## src/rtl/i2cs_pkg.sv

```systemverilog
`timescale 1ns/1ps
package i2cs_pkg;
  localparam int BYTE_W    = 8;
  localparam int ADR_W     = 7;
  localparam int REG_DATA  = 0;
  localparam int REG_CTRL  = 1;
  localparam int REG_STAT  = 2;
  localparam int REG_SLOT0 = 4;

  typedef enum logic [2:0] {
    S_IDLE, S_ADDR, S_RX, S_TX, S_ACK, S_MACK, S_HOLD, S_LOCK
  } eng_state_t;

  typedef enum logic [1:0] {
    C_START  = 2'b00,
    C_RSTART = 2'b01,
    C_DATA   = 2'b10,
    C_STOP   = 2'b11
  } irq_cause_t;
endpackage

```

## src/rtl/i2cs_rst_sync.sv

```systemverilog
`timescale 1ns/1ps
module i2cs_rst_sync #(
  parameter int STAGES = 2
) (
  input  logic clk,
  input  logic rst_n,
  output logic rst_sn
);
  logic [STAGES-1:0] pipe_q;

  always_ff @(posedge clk or negedge rst_n) begin
    if (!rst_n) pipe_q <= '0;
    else        pipe_q <= {pipe_q[STAGES-2:0], 1'b1};
  end

  assign rst_sn = pipe_q[STAGES-1];
endmodule

```

## src/rtl/i2cs_pin_sync.sv

```systemverilog
`timescale 1ns/1ps
module i2cs_pin_sync #(
  parameter int STAGES = 2
) (
  input  logic clk,
  input  logic rst_n,
  input  logic scl_pin,
  input  logic sda_pin,
  output logic sda_lvl,
  output logic scl_rise,
  output logic scl_fall,
  output logic start_seen,
  output logic stop_seen
);
  // index STAGES holds the previous synchronized sample
  logic [STAGES:0] scl_pipe, sda_pipe;
  logic scl_now, scl_old, sda_now, sda_old;

  always_ff @(posedge clk or negedge rst_n) begin
    if (!rst_n) begin
      scl_pipe <= '1;
      sda_pipe <= '1;
    end else begin
      scl_pipe <= {scl_pipe[STAGES-1:0], scl_pin};
      sda_pipe <= {sda_pipe[STAGES-1:0], sda_pin};
    end
  end

  assign scl_now    = scl_pipe[STAGES-1];
  assign scl_old    = scl_pipe[STAGES];
  assign sda_now    = sda_pipe[STAGES-1];
  assign sda_old    = sda_pipe[STAGES];
  assign sda_lvl    = sda_now;
  assign scl_rise   = scl_now & ~scl_old;
  assign scl_fall   = ~scl_now & scl_old;
  assign start_seen = scl_now & scl_old & sda_old & ~sda_now;
  assign stop_seen  = scl_now & scl_old & ~sda_old & sda_now;
endmodule

```

## src/rtl/i2cs_addr_match.sv

```systemverilog
`timescale 1ns/1ps
module i2cs_addr_match #(
  parameter int NUM_SLOTS = 4,
  parameter int AW        = 7
) (
  input  logic [NUM_SLOTS-1:0][AW-1:0] slots,
  input  logic [AW-1:0]                cand,
  output logic                         hit,
  output logic                         gcall
);
  logic [NUM_SLOTS-1:0] eq;

  genvar g;
  generate
    for (g = 0; g < NUM_SLOTS; g++) begin : g_cmp
      assign eq[g] = (slots[g] == cand);
    end
  endgenerate

  assign gcall = (cand == '0);
  assign hit   = (|eq) | gcall;
endmodule

```

## src/rtl/i2c_multi_slave.sv

```systemverilog
`timescale 1ns/1ps
module i2c_multi_slave
  import i2cs_pkg::*;
#(
  parameter int              NUM_SLOTS   = 4,
  parameter int              SYNC_STAGES = 2,
  parameter int              BUS_AW      = 3,
  parameter logic [ADR_W-1:0] SLOT0_RST  = 7'h55
) (
  input  logic              clk,
  input  logic              rst_n,
  input  logic              scl_i,
  input  logic              sda_i,
  output logic              scl_oe_o,
  output logic              sda_oe_o,
  input  logic              bus_wr,
  input  logic              bus_rd,
  input  logic [BUS_AW-1:0] bus_addr,
  input  logic [BYTE_W-1:0] bus_wdata,
  output logic [BYTE_W-1:0] bus_rdata,
  output logic              irq_o
);
  localparam int CNT_W = $clog2(BYTE_W + 1);
  localparam logic [CNT_W-1:0] LAST_BIT = CNT_W'(BYTE_W);
  localparam logic [CNT_W-1:0] LAST_TX  = CNT_W'(BYTE_W - 1);

  logic rst_sn;
  logic sda_s, scl_rise, scl_fall, start_det, stop_det;
  logic hit, gcall;

  eng_state_t st_q, st_d;
  irq_cause_t cause_q, cause_d;
  logic [CNT_W-1:0]  cnt_q, cnt_d;
  logic [BYTE_W-1:0] sh_q, sh_d, dreg_q, dreg_d;
  logic dir_q, dir_d, addressed_q, addressed_d, rep_q, rep_d;
  logic irq_q, irq_d, gc_q, gc_d, served_q, served_d;
  logic stop_en_q, stop_en_d, nack_q, nack_d;
  logic [NUM_SLOTS-1:0][ADR_W-1:0] slot_q, slot_d;

  logic data_acc, soft_rst, gc_clr;

  i2cs_rst_sync #(.STAGES(2)) u_rst (
    .clk(clk), .rst_n(rst_n), .rst_sn(rst_sn)
  );

  i2cs_pin_sync #(.STAGES(SYNC_STAGES)) u_pins (
    .clk(clk), .rst_n(rst_sn), .scl_pin(scl_i), .sda_pin(sda_i),
    .sda_lvl(sda_s), .scl_rise(scl_rise), .scl_fall(scl_fall),
    .start_seen(start_det), .stop_seen(stop_det)
  );

  i2cs_addr_match #(.NUM_SLOTS(NUM_SLOTS), .AW(ADR_W)) u_match (
    .slots(slot_q), .cand(sh_q[BYTE_W-1:1]), .hit(hit), .gcall(gcall)
  );

  assign data_acc = (bus_wr | bus_rd) && (bus_addr == BUS_AW'(REG_DATA));
  assign soft_rst = bus_wr && (bus_addr == BUS_AW'(REG_CTRL)) && bus_wdata[7];
  assign gc_clr   = bus_wr && (bus_addr == BUS_AW'(REG_STAT)) && bus_wdata[4];

  // next-state process
  always_comb begin
    st_d = st_q;         cause_d = cause_q;     cnt_d = cnt_q;
    sh_d = sh_q;         dreg_d = dreg_q;       dir_d = dir_q;
    addressed_d = addressed_q;                  rep_d = rep_q;
    irq_d = irq_q;       gc_d = gc_q;           served_d = served_q;
    stop_en_d = stop_en_q;                      nack_d = nack_q;
    slot_d = slot_q;

    // host side
    if (bus_wr && bus_addr == BUS_AW'(REG_CTRL)) stop_en_d = bus_wdata[0];
    if (gc_clr) gc_d = 1'b0;
    if (bus_wr && bus_addr == BUS_AW'(REG_DATA)) dreg_d = bus_wdata;
    for (int i = 0; i < NUM_SLOTS; i++) begin
      if (bus_wr && bus_addr == BUS_AW'(REG_SLOT0 + i)) slot_d[i] = bus_wdata[ADR_W-1:0];
    end
    if (data_acc && irq_q) begin
      irq_d    = 1'b0;
      served_d = 1'b1;
    end

    // bus side
    if (soft_rst) begin
      st_d = S_IDLE; irq_d = 1'b0; served_d = 1'b0;
      addressed_d = 1'b0; cnt_d = '0;
    end else if (st_q != S_LOCK) begin
      if (stop_det) begin
        st_d = S_IDLE;
        if (addressed_q && stop_en_q) begin
          irq_d = 1'b1; cause_d = C_STOP; served_d = 1'b0;
        end
        addressed_d = 1'b0;
      end else if (start_det) begin
        st_d = S_ADDR; cnt_d = '0; rep_d = addressed_q;
      end else begin
        unique case (st_q)
          S_ADDR, S_RX: begin
            if (scl_rise) begin
              sh_d  = {sh_q[BYTE_W-2:0], sda_s};
              cnt_d = cnt_q + 1'b1;
            end else if (scl_fall && cnt_q == LAST_BIT) begin
              cnt_d = '0;
              if (st_q == S_RX) begin
                st_d = S_ACK; dreg_d = sh_q; cause_d = C_DATA;
              end else if (hit) begin
                st_d = S_ACK; dreg_d = sh_q; dir_d = sh_q[0];
                addressed_d = 1'b1;
                cause_d = rep_q ? C_RSTART : C_START;
                if (gcall) gc_d = 1'b1;
              end else begin
                st_d = S_IDLE; addressed_d = 1'b0;
              end
            end
          end
          S_ACK: begin
            if (scl_fall) begin
              st_d = S_HOLD; irq_d = 1'b1; served_d = 1'b0;
            end
          end
          S_HOLD: begin
            if (!irq_q) begin
              cnt_d = '0;
              if (dir_q) begin
                st_d = S_TX; sh_d = dreg_q;
              end else begin
                st_d = S_RX;
              end
            end
          end
          S_TX: begin
            if (scl_fall) begin
              sh_d  = {sh_q[BYTE_W-2:0], 1'b0};
              cnt_d = cnt_q + 1'b1;
              if (cnt_q == LAST_TX) begin
                st_d = S_MACK; cnt_d = '0;
              end
            end
          end
          S_MACK: begin
            if (scl_rise) begin
              nack_d = sda_s;
            end else if (scl_fall) begin
              if (!nack_q) begin
                st_d = S_HOLD; irq_d = 1'b1; cause_d = C_DATA; served_d = 1'b0;
              end else begin
                st_d = S_IDLE;
              end
            end
          end
          default: ;
        endcase
      end
      if (data_acc && !irq_q && served_q) st_d = S_LOCK;
    end
  end

  // register process
  always_ff @(posedge clk or negedge rst_sn) begin
    if (!rst_sn) begin
      st_q <= S_IDLE;        cause_q <= C_START;   cnt_q <= '0;
      sh_q <= '0;            dreg_q <= '0;         dir_q <= 1'b0;
      addressed_q <= 1'b0;   rep_q <= 1'b0;        irq_q <= 1'b0;
      gc_q <= 1'b0;          served_q <= 1'b0;     stop_en_q <= 1'b0;
      nack_q <= 1'b1;
      for (int i = 0; i < NUM_SLOTS; i++) slot_q[i] <= (i == 0) ? SLOT0_RST : '0;
    end else begin
      st_q <= st_d;          cause_q <= cause_d;   cnt_q <= cnt_d;
      sh_q <= sh_d;          dreg_q <= dreg_d;     dir_q <= dir_d;
      addressed_q <= addressed_d;                  rep_q <= rep_d;
      irq_q <= irq_d;        gc_q <= gc_d;         served_q <= served_d;
      stop_en_q <= stop_en_d;                      nack_q <= nack_d;
      slot_q <= slot_d;
    end
  end

  assign scl_oe_o = (st_q == S_HOLD);
  assign sda_oe_o = (st_q == S_ACK) || (st_q == S_TX && !sh_q[BYTE_W-1]);
  assign irq_o    = irq_q;

  always_comb begin
    bus_rdata = '0;
    if (bus_addr == BUS_AW'(REG_DATA)) bus_rdata = dreg_q;
    if (bus_addr == BUS_AW'(REG_CTRL)) bus_rdata = {7'b0, stop_en_q};
    if (bus_addr == BUS_AW'(REG_STAT))
      bus_rdata = {2'b00, (st_q == S_LOCK), gc_q, cause_q, dir_q, irq_q};
    for (int i = 0; i < NUM_SLOTS; i++) begin
      if (bus_addr == BUS_AW'(REG_SLOT0 + i)) bus_rdata = {1'b0, slot_q[i]};
    end
  end

  // assertions
  a_r8_stretch_on_irq: assert property (@(posedge clk) disable iff (!rst_sn)
    ($rose(irq_q) && cause_q != C_STOP) |-> scl_oe_o);

  a_r7_nack_to_idle: assert property (@(posedge clk) disable iff (!rst_sn)
    (st_q == S_MACK && nack_q && scl_fall && !start_det && !stop_det && !soft_rst && !data_acc)
    |=> (st_q == S_IDLE && !irq_q));

  a_r9_stop_needs_address: assert property (@(posedge clk) disable iff (!rst_sn)
    (stop_det && !addressed_q && !irq_q && !soft_rst) |=> !irq_q);

  a_r4_gc_sticky: assert property (@(posedge clk) disable iff (!rst_sn)
    (gc_q && !gc_clr) |=> gc_q);

  a_r10_double_access: assert property (@(posedge clk) disable iff (!rst_sn)
    (data_acc && !irq_q && served_q && !soft_rst && st_q != S_LOCK) |=> (st_q == S_LOCK));

  a_r10_lock_sticky: assert property (@(posedge clk) disable iff (!rst_sn)
    (st_q == S_LOCK && !soft_rst) |=> (st_q == S_LOCK && !scl_oe_o && !sda_oe_o));
endmodule

```

## config.mk

```make
export PLATFORM = sky130hd
export DESIGN_NAME = i2c_multi_slave
export DESIGN_NICKNAME = d
export VERILOG_FILES = /design/src/rtl/i2cs_pkg.sv /design/src/rtl/i2cs_rst_sync.sv /design/src/rtl/i2cs_pin_sync.sv /design/src/rtl/i2cs_addr_match.sv /design/src/rtl/i2c_multi_slave.sv
export SDC_FILE = /design/constraint.sdc
export NUM_CORES = 1
export LEC_CHECK = 0
export ABC_AREA = 1
export ABC_CLOCK_PERIOD_IN_PS = 5900
export BUFFER_PORTS_ARGS = -buffer_cell sky130_fd_sc_hd__buf_2
export CAP_MARGIN = 30
export CELL_PAD_IN_SITES_DETAIL_PLACEMENT = 0
export CELL_PAD_IN_SITES_GLOBAL_PLACEMENT = 1
export CORE_ASPECT_RATIO = 1.5
export CORE_UTILIZATION = 48
export CTS_CLUSTER_SIZE = 40
export DETAILED_ROUTE_END_ITERATION = 8
export PLACE_DENSITY_LB_ADDON = 0.15
export SLEW_MARGIN = 20
export SYNTH_ARGS = -nofsm -noshare
export SYNTH_HDL_FRONTEND = slang
export SYNTH_SLANG_ARGS = --single-unit
```

## constraint.sdc

```tcl
create_clock -name clk -period 5.9 [get_ports clk]
set_clock_uncertainty 0.1 [all_clocks]
set_input_delay 1.18 -clock clk [delete_from_list [all_inputs] [get_ports clk]]
set_output_delay 1.18 -clock clk [all_outputs]
set_load 0.03 [all_outputs]
```

==> flow_summary.json, run 1 <==
{
  "status": "finished clean",
  "synth_ff_type": "dfrtp_1",
  "hold_path.class": "register to register",
  "dr.pass1.iters": 5,
  "synth_cells": 542,
  "die_h_um": 113.3,
  "drtAntennaViolNets": 0,
  "post_cts_buffers": 0,
  "antenna_found_initial": 0,
  "fin_crit_sh": 0.6588,
  "post-route-drc-count": 0,
  "grt_pass1_vias": 3589,
  "fin_nets": 585,
  "clockBufferDepth": 2,
  "avgSynthCellArea_um2": 7.318,
  "insertion_delay_ns": 0.34,
  "num_vias": 3631,
  "ys_ff_latch": 69,
  "drt_iter0_markers": 236,
  "r2r_setup_slack_ns": 3.42,
  "r2r_end": "sh_q[6]$_DFFE_PN0P_",
  "yosys.area_share.xor_xnor": 0.04637,
  "worstPathArrival_ns": 2.61,
  "worstPathMaxFanout": 5,
  "grt_pass1_wl_mm": 17.93,
  "start_util": 0.4953,
  "instances_no_fill": 676,
  "n_fill_cell": 813,
  "setup-tns-final_ns": 0,
  "async_flop_share": 1.000,
  "drive_above_1_share": 0.1366,
  "ys_seq_area_frac": 0.4388,
  "p_per_area_nw_per_um2": 478.4,
  "cts_root_buf": "clkbuf_16",
  "area_growth_pct": 13.56,
  "r2r_start": "st_q[2]$_DFFE_PN0P_",
  "yosys.area_share.simple": 0.2912,
  "final-seq-area_um2": 1742,
  "total_leakage_power_uw": 0.002233,
  "cts.repair.resized": 0,
  "final_cell_mix": "173 x nand2_1, 57 x o21ai_0, 57 x dfrtp_1",
  "grt_max_degree": 68,
  "setup_viol": 0,
  "dp_hpwl_mm": 8.345,
  "num_rows": 40,
  "hold_start": "u_pins.scl_pipe[0]$_DFF_PN1_",
  "grt_setup_unrepaired": "false",
  "fin_total_pwr_uw": 2155,
  "hold_viol": 0,
  "start_kind": "primary input",
  "clk_pin_slew_ns": 0.06,
  "dp.cells": 660,
  "holdPathStages": 0,
  "synthMuxAreaShare": 0.002839,
  "min_to": "u_pins.scl_pipe[1]$_DFF_PN1_",
  "routedWlPerCell_um": 16.01,
  "finish.utilization": 0.5625,
  "htreeDepth": 3,
  "die_width_um": 76.22,
  "synth_top_family_by_area": "simple AND/OR/NAND/NOR gates",
  "routed_wl_mm": 10.82,
  "cap_violations": 0,
  "synth.distinct_cells": 38,
  "track_usage": 0.2721,
  "cts_sinks": 69,
  "core_um2": 8008,
  "slew_violations": 0,
  "fmax_ghz": 0.2573,
  "worstRegToRegCells": 8,
  "synth_edf_count": 0,
  "cp.required_ns": 4.62,
  "cts_tree": "built",
  "io_pins": 28,
  "endpoint_kind": "primary output",
  "diodes": 0,
  "globalRouteOverflowTotal": 0,
  "synthAdderAreaFrac": 0.006309,
  "post-route-min-period_ns": 3.887,
  "numCtsBuffers": 9,
  "netlist_area_um2": 3966,
  "relSlewSlack": 0.4267,
  "tightest_slew_ns": 0.8599,
  "yosysWarnings": 0,
  "multi_input_area_um2": 1936,
  "synth_nets": 561,
  "critPathKind": "primary input to primary output",
  "peakVddDrop_uv": 241.8,
  "ctsHoldBuffers": 0,
  "fp.dieArea_um2": 8638,
  "synth-compound-area-share": 0.1404,
  "globalplace.congestion": 0.9381,
  "port_buffers": 27,
  "final_common_cell": "nand2_1",
  "viasPerCell": 5.371
}
-- metrics by stage --
step	setup slack [ns]	cell area, um2	hold WS (ns)
floorplan	2.415	3966	0.2312
CTS	1.985	4504	0.2560
finish	2.013	4504	0.2549
global route	1.831	4504	0.2587
global placement	2.020	4169	0.2420
detailed placement	1.990	4169	0.2447
-- layer usage --
metal  part of all wire  GRT usage
met3              0.034    0.03306
met5                  0          0
met4              0.046     0.1615
met1               0.39     0.2998
met2               0.53     0.4979
-- report_power, final --
part	switching (uW)	internal [uW]	leakage, uW
Sequential	148	605	0.000848
Clock	203	393	0.000154
Combinational	520	285	0.00123
-- flip-flops by register name (all words and copies together) (netlist names), 2 cells and up --
signal and count:
sh_q 8, u_pins.scl_pipe 3, st_q 3, u_pins.sda_pipe 3, cause_q 2, dreg_q 8
u_rst.pipe_q 2, slot_q 28, cnt_q 4
-- cells in the mapped netlist, types with 2 or more instances --
cell type,n,area share
nand2_2,5,0.0079
nand2_1,173,0.16
o21ai_0,57,0.072
a221oi_1,3,0.0066
nand4_1,8,0.013
nand3_1,31,0.039
ha_1,2,0.0063
nor2_2,2,0.0032
xnor2_1,10,0.022
a21oi_1,11,0.014
o211ai_1,3,0.0057
nor2_4,2,0.0057
o21ai_1,22,0.028
nor3_1,6,0.0076
inv_1,50,0.047
xor2_1,11,0.024
buf_2,3,0.0038
dfstp_2,11,0.073
clkbuf_2,4,0.0050
clkbuf_1,7,0.0066
nor2_1,40,0.038
inv_2,8,0.0076
dfrtp_1,58,0.37
-- final cells by class --
cell class	instances	area share
multi-input cells	400	0.4297
flip-flops and latches	69	0.3867
clock buffers	11	0.05611
inverters	58	0.04833
repair buffers	28	0.03167
well taps	105	0.02917
clock inverters	5	0.01833
-- logic make-up after synthesis --
kind of cell,Yosys count
adders and majority gates,2
AOI/OAI and AO/OA,103
buffers and inverters,73
other,1
DFF,69
muxes,1
and+or+nand+nor,272
xor gates and xnor gates,21
-- how the worst max path moves through the flow --
stage,slack (ns),startpoint,end,cells past startpoint
2_1_floorplan,2.41,bus_addr[1],bus_rdata[0],6
3_3_place_gp,2.02,bus_addr[1],bus_rdata[6],8
3_5_place_dp,1.99,bus_addr[1],bus_rdata[6],8
4_1_cts,1.98,bus_addr[1],bus_rdata[6],8
5_1_grt,1.83,bus_addr[1],bus_rdata[2],8
6_report,2.01,bus_addr[1],bus_rdata[4],8
-- worst max-delay path, cell delays in order --
cell	delay, ns
buf_2	0.12
or2_2	0.33
nor2_1	0.31
inv_1	0.18
nor2_1	0.12
a221oi_1	0.07
nand4_1	0.09
buf_2	0.19
(Power assumes the default switching activity.)
==> run 2: changes to the inputs <==
- ABC_CLOCK_PERIOD_IN_PS: 5900 -> 3600
- CORE_UTILIZATION: 48 -> 44
- clock period: 5.9 -> 3.6 ns (I/O delays scaled with it)
==> flow_summary.json, run 2 (synthesis gave the netlist of run 1 again) <==
{
  "globalplace.congestion": 0.9194,
  "cp.required_ns": 2.78,
  "cap_violations": 0,
  "insertion_delay_ns": 0.34,
  "cts.repair.resized": 0,
  "endpoint_kind": "primary output",
  "largest-register": "slot_q",
  "globalRouteOverflowTotal": 0,
  "antenna_found_initial": 0,
  "num_vias": 3567,
  "dp_hpwl_mm": 8.602,
  "clockBufferDepth": 2,
  "drt_iter0_markers": 236,
  "port_buffers": 27,
  "cts_sinks": 69,
  "setup_viol": 0,
  "postPlaceCellArea_um2": 4183,
  "viasPerCell": 5.230,
  "drtAntennaViolNets": 0,
  "clk_pin_slew_ns": 0.06,
  "track_usage": 0.2604,
  "grt_pass1_vias": 3582,
  "dp.cells": 666,
  "drive_above_1_share": 0.1381,
  "peakVddDrop_uv": 462.2,
  "die_h_um": 118.3,
  "post-route-drc-count": 0,
  "post-route-min-period_ns": 2.931,
  "io_pins": 28,
  "fin_crit_sh": 0.8141,
  "cts_tree": "built",
  "relSlewSlack": 0.4503,
  "setup-tns-final_ns": 0,
  "worstRegToRegCells": 8,
  "grt_setup_unrepaired": "false",
  "hold_viol": 0,
  "worstPathArrival_ns": 2.11,
  "fin_nets": 586,
  "intPower_uw": 2176,
  "area_growth_pct": 14.51,
  "fin_area_um2": 4542,
  "swShare": 0.3998,
  "die_width_um": 79.52,
  "routedWlPerCell_um": 16.42,
  "grt_pass1_wl_mm": 18.12,
  "htreeDepth": 3,
  "hold_path.class": "primary input to async pin",
  "start_kind": "primary input",
  "tightest_slew_ns": 0.8184,
  "dr.pass1.iters": 4,
  "instances_no_fill": 682,
  "cts_root_buf": "clkbuf_16",
  "routed_wl_mm": 11.20,
  "combPwrFrac": 0.366,
  "fmax_ghz": 0.3412,
  "top_regs": "slot_q: 28 flops, dreg_q: 8 flops, sh_q: 8 flops",
  "critPathKind": "primary input to primary output",
  "start_util": 0.4520,
  "final_cell_mix": "173 x nand2_1, 57 x o21ai_0, 57 x dfrtp_1",
  "ctsHoldBuffers": 0,
  "total_leakage_power_uw": 0.002256,
  "grt_max_degree": 45,
  "worstPathMaxFanout": 5,
  "post_cts_buffers": 0,
  "n_fill_cell": 876,
  "p_sw_uw": 1449,
  "diodes": 0,
  "fp.dieArea_um2": 9406,
  "num_rows": 42,
  "status": "finished clean",
  "numCtsBuffers": 9,
  "largest_reg_flops": 28,
  "power_frac_seq": 0.342,
  "p_per_area_nw_per_um2": 798.1,
  "slew_violations": 0,
  "final_common_cell": "nand2_1",
  "core_um2": 8776,
  "clock_power_share": 0.292
}
-- run 2: cell types whose count changed in the layout (fill, tap and decap cells not counted) --
cell | previous run | this run
buf_4 | 1 | 2
bufinv_16 | 2 | 3
clkinv_4 | 0 | 1
clkinvlp_4 | 3 | 1
-- run 2: critical path: stages --
cell and delay [ns]:
buf_2 0.11, or2_2 0.14, nor2_1 0.05, buf_4 0.14, inv_1 0.13, nor2_1 0.05
a2111oi_0 0.45, nand3_1 0.12, buf_2 0.20
-- run 2: power by group through the flow --
stage / sequential [uW] / clock (uW) / combinational (uW)
6_report: 1240 / 1060 / 1330
5_1_grt: 1270 / 1100 / 1510
4_1_cts: 1240 / 1070 / 1330
3_5_place_dp: 1250 / 0 / 1320
3_3_place_gp: 1250 / 0 / 1300
2_1_floorplan: 1150 / 0 / 1080
-- run 2: layout make-up --
cell class	instances	area, um2	share of cell area
clock buffers	11	252.7	0.05565
repair buffers	29	150.1	0.03306
clock inverters	5	106.4	0.02342
inverters	58	217.7	0.04793
flip-flops and latches	69	1742	0.3835
well taps	110	137.6	0.03030
multi-input cells	400	1936	0.4262
-- run 2: layer usage --
layer | track usage | wire length [um]
met3 | 0.02317 | 348
met1 | 0.2924 | 4325
met2 | 0.4637 | 6073
met5 | 0 | 0
met4 | 0.1545 | 448
-- run 2: final timing paths --
path / slack (ns) / to / startpoint
min reg2reg: 0.14 / slot_q[20]$_DFFE_PN0P_ / u_rst.pipe_q[1]$_DFF_PN0_
max in group asynchronous: 2.30 / sh_q[1]$_DFFE_PN0P_ / u_rst.pipe_q[1]$_DFF_PN0_
min: 0.06 / u_rst.pipe_q[1]$_DFF_PN0_ / rst_n
max: 0.67 / bus_rdata[0] / bus_addr[1]
min in group clk: 0.25 / u_pins.scl_pipe[1]$_DFF_PN1_ / u_pins.scl_pipe[0]$_DFF_PN1_
max reg2reg: 1.21 / cnt_q[1]$_DFFE_PN0P_ / u_pins.sda_pipe[1]$_DFF_PN1_
-- run 2: through the flow --
| step | utilization | hold slack, ns | setup WS (ns) | power (uW) |
|---|---|---|---|---|
| 2_1_floorplan | - | 0.2312 | 1.035 | 2234 |
| 5_1_grt | 0.5175 | 0.05603 | 0.5684 | 3879 |
| 6_report | 0.5175 | 0.05971 | 0.6693 | 3625 |
| 3_5_place_dp | 0.4766 | 0.1522 | 0.6132 | 2568 |
| 4_1_cts | 0.5175 | 0.04917 | 0.6145 | 3640 |
| 3_3_place_gp | 0.4766 | 0.1529 | 0.6346 | 2549 |
